`src/rtl/ilv_cal_pkg.sv`:
```
package ilv_cal_pkg;
  localparam int SW    = 16;          // sample width
  localparam int FR    = 16;          // accumulator fraction bits
  localparam int AW    = SW + FR + 2; // accumulator width
  localparam int GW    = 16;          // gain word width
  localparam int GF    = 14;          // gain fraction bits
  localparam int PW    = 2 * SW + 2;  // product width
  localparam int KW    = 5;
  localparam int KMIN  = 8;
  localparam int KMAX  = 16;
  localparam logic [GW-1:0] GAIN_ONE = GW'(1 << GF);

  typedef logic signed [SW-1:0] samp_t;
  typedef logic signed [AW-1:0] acc_t;
  typedef logic [GW-1:0]        gain_t;

  function automatic logic [KW-1:0] clamp_k(input logic [KW-1:0] k);
    if (k < KW'(KMIN)) return KW'(KMIN);
    if (k > KW'(KMAX)) return KW'(KMAX);
    return k;
  endfunction

  // one leaky-average step toward v (v in integer units)
  function automatic acc_t leaky_step(input acc_t acc, input logic signed [SW:0] v,
                                      input logic [KW-1:0] k);
    acc_t tgt;
    tgt = acc_t'(v) <<< FR;
    return acc + ((tgt - acc) >>> k);
  endfunction

  // one-LSB gain nudge toward avg / m
  function automatic gain_t gain_step(input gain_t g, input logic [SW-1:0] m,
                                      input logic [SW-1:0] avg);
    logic [2*SW-1:0] lhs;
    logic [2*SW-1:0] rhs;
    lhs = g * m;
    rhs = (2*SW)'(avg) << GF;
    if (lhs < rhs && g != '1) return g + 1'b1;
    if (lhs > rhs && g != '0) return g - 1'b1;
    return g;
  endfunction

  function automatic samp_t shift_sat(input logic signed [PW-1:0] p);
    logic signed [PW-1:0] s;
    s = p >>> GF;
    if (&s[PW-1:SW-1] || ~|s[PW-1:SW-1]) return s[SW-1:0];
    return s[PW-1] ? {1'b1, {(SW-1){1'b0}}} : {1'b0, {(SW-1){1'b1}}};
  endfunction
endpackage

```
`src/rtl/ilv_core_sel.sv`:
```
module ilv_core_sel #(
  parameter int NCORE = 4,
  localparam int IW = $clog2(NCORE)
) (
  input  logic          clk,
  input  logic          rst_n,
  input  logic          step,
  output logic [IW-1:0] idx
);
  always_ff @(posedge clk or negedge rst_n) begin
    if (!rst_n)    idx <= '0;
    else if (step) idx <= (idx == IW'(NCORE - 1)) ? '0 : idx + 1'b1;
  end
endmodule

```
`src/rtl/ilv_estimator.sv`:
```
module ilv_estimator
  import ilv_cal_pkg::*;
#(
  parameter int NCORE = 4,
  localparam int IW = $clog2(NCORE)
) (
  input  logic              clk,
  input  logic              rst_n,
  input  logic              upd,
  input  logic [IW-1:0]     idx,
  input  samp_t             x,
  input  logic [KW-1:0]     k_raw,
  output samp_t             off_cur,
  output gain_t             g_cur,
  output logic [NCORE*SW-1:0] off_vec,
  output logic [NCORE*GW-1:0] gain_vec
);
  acc_t  acc_off [NCORE];
  acc_t  acc_mag [NCORE];
  gain_t g_r     [NCORE];
  logic [SW-1:0] mag_int [NCORE];
  logic [SW+IW-1:0] msum;
  logic [SW-1:0] avg;
  logic [KW-1:0] k_eff;
  logic signed [SW:0] d, absd;

  genvar gc;
  generate
    for (gc = 0; gc < NCORE; gc++) begin : g_core
      assign mag_int[gc] = acc_mag[gc][FR+SW-1:FR];
      assign off_vec[gc*SW +: SW]  = acc_off[gc][FR+SW-1:FR];
      assign gain_vec[gc*GW +: GW] = g_r[gc];
    end
  endgenerate

  always_comb begin
    msum = '0;
    for (int c = 0; c < NCORE; c++) msum = msum + (SW+IW)'(mag_int[c]);
    avg = msum[SW+IW-1:IW];
  end

  assign k_eff   = clamp_k(k_raw);
  assign off_cur = acc_off[idx][FR+SW-1:FR];
  assign g_cur   = g_r[idx];
  assign d       = {x[SW-1], x} - {off_cur[SW-1], off_cur};
  assign absd    = d[SW] ? -d : d;

  always_ff @(posedge clk or negedge rst_n) begin
    if (!rst_n) begin
      for (int c = 0; c < NCORE; c++) begin
        acc_off[c] <= '0;
        acc_mag[c] <= '0;
        g_r[c]     <= GAIN_ONE;
      end
    end else if (upd) begin
      acc_off[idx] <= leaky_step(acc_off[idx], {x[SW-1], x}, k_eff);
      acc_mag[idx] <= leaky_step(acc_mag[idx], absd, k_eff);
      g_r[idx]     <= gain_step(g_r[idx], mag_int[idx], avg);
    end
  end
endmodule

```
`src/rtl/ilv_corr_pipe.sv`:
```
module ilv_corr_pipe
  import ilv_cal_pkg::*;
(
  input  logic  clk,
  input  logic  rst_n,
  input  logic  vld_i,
  input  logic  en_i,
  input  samp_t x_i,
  input  samp_t off_i,
  input  gain_t g_i,
  output logic  vld_o,
  output samp_t y_o
);
  logic               s1_vld, s1_en, s2_vld, s2_en;
  samp_t              s1_x, s2_x;
  logic signed [SW:0] s1_d;
  gain_t              s1_g;
  logic signed [PW-1:0] s2_p;

  always_ff @(posedge clk or negedge rst_n) begin
    if (!rst_n) begin
      s1_vld <= 1'b0; s1_en <= 1'b0; s1_x <= '0; s1_d <= '0; s1_g <= '0;
      s2_vld <= 1'b0; s2_en <= 1'b0; s2_x <= '0; s2_p <= '0;
      vld_o  <= 1'b0; y_o   <= '0;
    end else begin
      s1_vld <= vld_i;
      s1_en  <= en_i;
      s1_x   <= x_i;
      s1_d   <= {x_i[SW-1], x_i} - {off_i[SW-1], off_i};
      s1_g   <= g_i;
      s2_vld <= s1_vld;
      s2_en  <= s1_en;
      s2_x   <= s1_x;
      s2_p   <= s1_d * $signed({1'b0, s1_g});
      vld_o  <= s2_vld;
      y_o    <= s2_en ? shift_sat(s2_p) : s2_x;
    end
  end
endmodule

```
`src/rtl/ilv_mismatch_cal.sv`:
```
module ilv_mismatch_cal
  import ilv_cal_pkg::*;
#(
  parameter int NCORE = 4,
  localparam int IW = $clog2(NCORE)
) (
  input  logic          clk,
  input  logic          rst_n,
  input  logic          en,
  input  logic          freeze,
  input  logic [4:0]    k_shift,
  input  logic          in_vld,
  input  logic [15:0]   in_dat,
  output logic          out_vld,
  output logic [15:0]   out_dat,
  input  logic [IW-1:0] rd_core,
  output logic [15:0]   rd_offset,
  output logic [15:0]   rd_gain
);
  logic [IW-1:0]       core_idx;
  logic                est_upd;
  samp_t               off_cur, y;
  gain_t               g_cur;
  logic [NCORE*SW-1:0] off_vec;
  logic [NCORE*GW-1:0] gain_vec;

  assign est_upd = in_vld & en & ~freeze;

  ilv_core_sel #(.NCORE(NCORE)) u_sel (
    .clk(clk), .rst_n(rst_n), .step(in_vld), .idx(core_idx)
  );

  ilv_estimator #(.NCORE(NCORE)) u_est (
    .clk(clk), .rst_n(rst_n), .upd(est_upd), .idx(core_idx), .x(samp_t'(in_dat)),
    .k_raw(k_shift), .off_cur(off_cur), .g_cur(g_cur),
    .off_vec(off_vec), .gain_vec(gain_vec)
  );

  ilv_corr_pipe u_pipe (
    .clk(clk), .rst_n(rst_n), .vld_i(in_vld), .en_i(en), .x_i(samp_t'(in_dat)),
    .off_i(off_cur), .g_i(g_cur), .vld_o(out_vld), .y_o(y)
  );

  assign out_dat   = y;
  assign rd_offset = off_vec[rd_core*SW +: SW];
  assign rd_gain   = gain_vec[rd_core*GW +: GW];
endmodule

```
`config.mk`:
```
export PLATFORM = sky130hd
export DESIGN_NAME = ilv_mismatch_cal
export DESIGN_NICKNAME = d
export VERILOG_FILES = /design/src/rtl/ilv_cal_pkg.sv /design/src/rtl/ilv_core_sel.sv /design/src/rtl/ilv_estimator.sv /design/src/rtl/ilv_corr_pipe.sv /design/src/rtl/ilv_mismatch_cal.sv
export SDC_FILE = /design/constraint.sdc
export NUM_CORES = 2
export LEC_CHECK = 0
export BUFFER_PORTS_ARGS = -buffer_cell sky130_fd_sc_hd__buf_2
export CELL_PAD_IN_SITES_DETAIL_PLACEMENT = 1
export CELL_PAD_IN_SITES_GLOBAL_PLACEMENT = 2
export CORE_UTILIZATION = 38
export CTS_CLUSTER_DIAMETER = 80
export DETAILED_ROUTE_END_ITERATION = 12
export MAX_ROUTING_LAYER = met4
export PLACE_DENSITY = 0.75
export SLEW_MARGIN = 20
export SYNTH_ARGS = -nofsm -noshare
export SYNTH_HDL_FRONTEND = slang
export SYNTH_SLANG_ARGS = --single-unit
```
`constraint.sdc`:
```
create_clock -name clk -period 12.2 [get_ports clk]
set_input_delay 1.22 -clock clk [delete_from_list [all_inputs] [get_ports clk]]
set_output_delay 1.22 -clock clk [all_outputs]
set_load 0.05 [all_outputs]
```
==> summary.md <==
| Metric | Value |
|---|---|
| Status | `finished, final reports clean` |
| Clock Tree Root | `clkbuf_16` |
| Worst-path maximum fanout | `49` |
| Asr flop ratio synth | `100.0%` |
| Slowest-stage cell, CP | `dfrtp_4` |
| EDFF count, synth | `0` |
| Worst min path class | `register to register` |
| Reg clk slew, reported paths | `0.06 ns` |
| RePlAce Congestion | `0.8588` |
| Main flop type after synthesis | `dfrtp_1` |
| Relative slew slack | `29.13%` |
| Crit path largest cell delay | `0.98 ns` |
| Die area | `127,200 um2` |
| Top post-synthesis cells by area | `dfrtp_1 (23%), fa_1 (21%), ha_1 (9.1%), nand2_1 (7.0%), inv_1 (5.6%)` |
| Nets@finish | `6,101` |
| Setup TNS Final | `0 ns` |
| Cell family with most CP delay | `adder cells` |
| Clock buffer depth | `3` |
| Share of post-route cells with drive strength above 1 | `7.866%` |
| Area grow syn2layout | `7.975%` |
| Final max-slew violation count | `0` |
| H-Tree Depth | `2` |
| Worst Setup End Kind | `register` |
| Sequential share of the synthesized area | `23.26%` |
| Vias in the first global route | `40,450` |
| First-pass GRT wire length | `240,900 um` |
| Max-Cap Viols | `0` |
| Path length in cells of the critical path | `38` |
| Hold depth | `0` |
| Clk sinks | `444` |
| Starting DRT DRC Count | `2,090` |
| Via density | `5.419` |
| Post_cts resized | `0` |
| DRT antenna net count | `0` |
| # setup viols final | `0` |
| Synth unique cells | `98` |
| Setup CP Type | `register to register` |
| Mean Syn Cell Area | `9.005 um2` |
| Post-Syn Nets | `6,175` |
| Via Count | `37,470` |
| Crit path top cell by count | `fa_1` |
| Unrepaired setup endpoints after global routing | `false` |
| Top Ports | `77` |
| DRC | `0` |
| DIE WIDTH | `356.6 um` |
| Tot GR Track Use | `25.25%` |
| Gr ovfl total | `0` |
| CTS Hold Bufs | `0` |
| Postcts setup bufs | `0` |
| Overall routed net length | `152,000 um` |
| CP Buf/Inv Count | `6` |
| Max frequency | `0.08855 GHz` |
| FP Rows | `129` |
| Worst Tran Pin Value | `1.056 ns` |
| DP Area | `49,610 um2` |
| Port Buf Inserts | `76` |
| Worst skew pair latency | `0.66 ns` |
| Post-synthesis register bit count | `444` |
| Post-synth design cell area | `47,790 um2` |
| Router iterations before antenna repair | `6` |
| Synth warnings | `0` |
| Core box area | `124,300 um2` |
| Wire per inst | `21.98 um` |
| FF-to-FF path depth | `38` |
| Clock skew | `0.01735 ns` |
| Final worst path period share | `92.56%` |
| DP Wirelength | `115,700 um` |
| Critical path data required time | `12.71 ns` |
| CTS tree | `yes` |
| Post-synthesis cell count | `5,307` |
| Arrival time at the worst endpoint | `11.80 ns` |
| Post-synth top area share | `23.04%` |
| Initial Utilization | `38.45%` |
| Largest net degree at the start of global routing | `142` |
| Final Hold Fails | `0` |
| Die height | `356.6 um` |
| CTS Buf Count | `55` |
| Final instance area | `51,600 um2` |
| Min cycle time layout | `11.29 ns` |
| Largest area contributor in the netlist | `dfrtp_1` |
| Nature of the critical path startpoint | `register` |
| Initial antenna violation count | `5` |
logic make-up (layout without fill, tap and decap cells):
logic type / Yosys count / in the layout / synth area share (%)
AOI/OAI and AO/OA: 1027 / 1027 / 13.16
DFF: 444 / 444 / 23.26
adders and majority gates: 840 / 840 / 29.70
other: 0 / 1 / 0
buffers and inverters: 977 / 946 / 7.959
and+or+nand+nor: 1621 / 1621 / 15.31
muxes: 182 / 182 / 6.600
xor gates and xnor gates: 216 / 216 / 4.006
metrics by stage:
| step | instances | setup slack [ns] | hold slack [ns] | util [%] |
|---|---|---|---|---|
| 2_1_floorplan | 5307 | 1.711 | 0.3312 | - |
| 3_3_place_gp | 6812 | 1.152 | 0.3330 | 39.92 |
| 3_5_place_dp | 6812 | 0.8390 | 0.3362 | 39.92 |
| 4_1_cts | 6912 | 0.8092 | 0.3495 | 41.49 |
| 5_1_grt | 6914 | 0.2109 | 0.3505 | 41.52 |
| 6_report | 6914 | 0.9072 | 0.3460 | 41.52 |
sequential cells by signal (all words and copies together) (netlist names):
| register | count |
|---|---|
| u_pipe.s1_g | 16 |
| u_est.acc_mag | 136 |
| u_pipe.s1_en | 1 |
| u_pipe.s2_x | 16 |
| u_pipe.s1_d | 17 |
| u_pipe.s2_en | 1 |
| u_pipe.s1_vld | 1 |
| u_est.acc_off | 72 |
| u_pipe.s2_p | 20 |
| u_pipe.s1_x | 16 |
| u_pipe.vld_o | 1 |
| u_est.off_vec | 64 |
| u_pipe.s2_vld | 1 |
| u_est.gain_vec | 64 |
| u_pipe.y_o | 16 |
| u_sel.idx | 2 |
cell usage in the layout (no fill, tap or decap), types with 25 or more instances in the layout:
cell,instances
nand2_1,879
o21ai_0,367
o21ai_1,54
nand4_1,29
o211ai_1,28
a31oi_1,34
nand3_1,69
mux2i_1,53
fa_1,491
buf_4,48
nor3_1,52
buf_2,75
and2_1,160
xor2_1,94
mux4_2,104
and3_1,27
dfrtp_1,438
o31ai_1,37
a211oi_1,25
nand2b_1,30
ha_1,349
inv_1,712
xnor2_1,119
a21oi_1,209
clkbuf_16,56
a21o_1,80
nor2_1,256
o21a_1,43
cell usage after synthesis, types with 53 or more instances:
master	instances
a21o_1	80
a21oi_1	209
and2_1	161
clkbuf_1	206
dfrtp_1	440
fa_1	491
ha_1	349
inv_1	712
mux2i_1	53
mux4_2	104
nand2_1	885
nand3_1	69
nor2_1	256
nor3_1	53
o21ai_0	369
xnor2_1	119
xor2_1	94
cell type report:
cell class | count | area (um2)
fillers | 14470 | 72680
diodes | 1 | 2.502
clock inverters | 22 | 345.3
multi-input cells | 3886 | 32920
well taps | 1637 | 2048
inverters | 715 | 2684
repair buffers | 131 | 873.3
clock buffers | 78 | 1604
flip-flops and latches | 444 | 11120
routing by layer:
layer,track usage (%),part of all wire (%)
met5,-,0
met3,3.729,4.4
met1,35.05,48
met4,5.811,2.4
met2,38.81,45
worst paths after layout:
kind	from	endpoint	slack, ns
worst max-delay path	u_sel.idx[1]$_DFFE_PN0P_	u_est.gain_vec[25]$_DFFE_PN0P_	0.91
worst min-delay path	u_pipe.s1_x[14]$_DFF_PN0_	u_pipe.s2_x[14]$_DFF_PN0_	0.35
worst max register to register	u_sel.idx[1]$_DFFE_PN0P_	u_est.gain_vec[25]$_DFFE_PN0P_	0.91
worst min register to register	u_pipe.s1_x[14]$_DFF_PN0_	u_pipe.s2_x[14]$_DFF_PN0_	0.35
max in group asynchronous	rst_n	u_pipe.s2_p[19]$_DFF_PN0_	9.46
min in group asynchronous	rst_n	u_est.gain_vec[29]$_DFFE_PN0P_	0.65
worst register-to-register path, delay by kind of cell (launching register included):
kind | cells | cell delay (ns)
xor+xnor | 1 | 0.14
compound gates | 11 | 2.10
buf+inv | 6 | 1.21
flops | 1 | 0.98
simple gates | 11 | 2.85
mux | 1 | 0.31
fa+ha+maj | 8 | 3.53
Power is not shown: default switching activity piles up to over one toggle a cycle in this logic, so the estimate is an artifact.
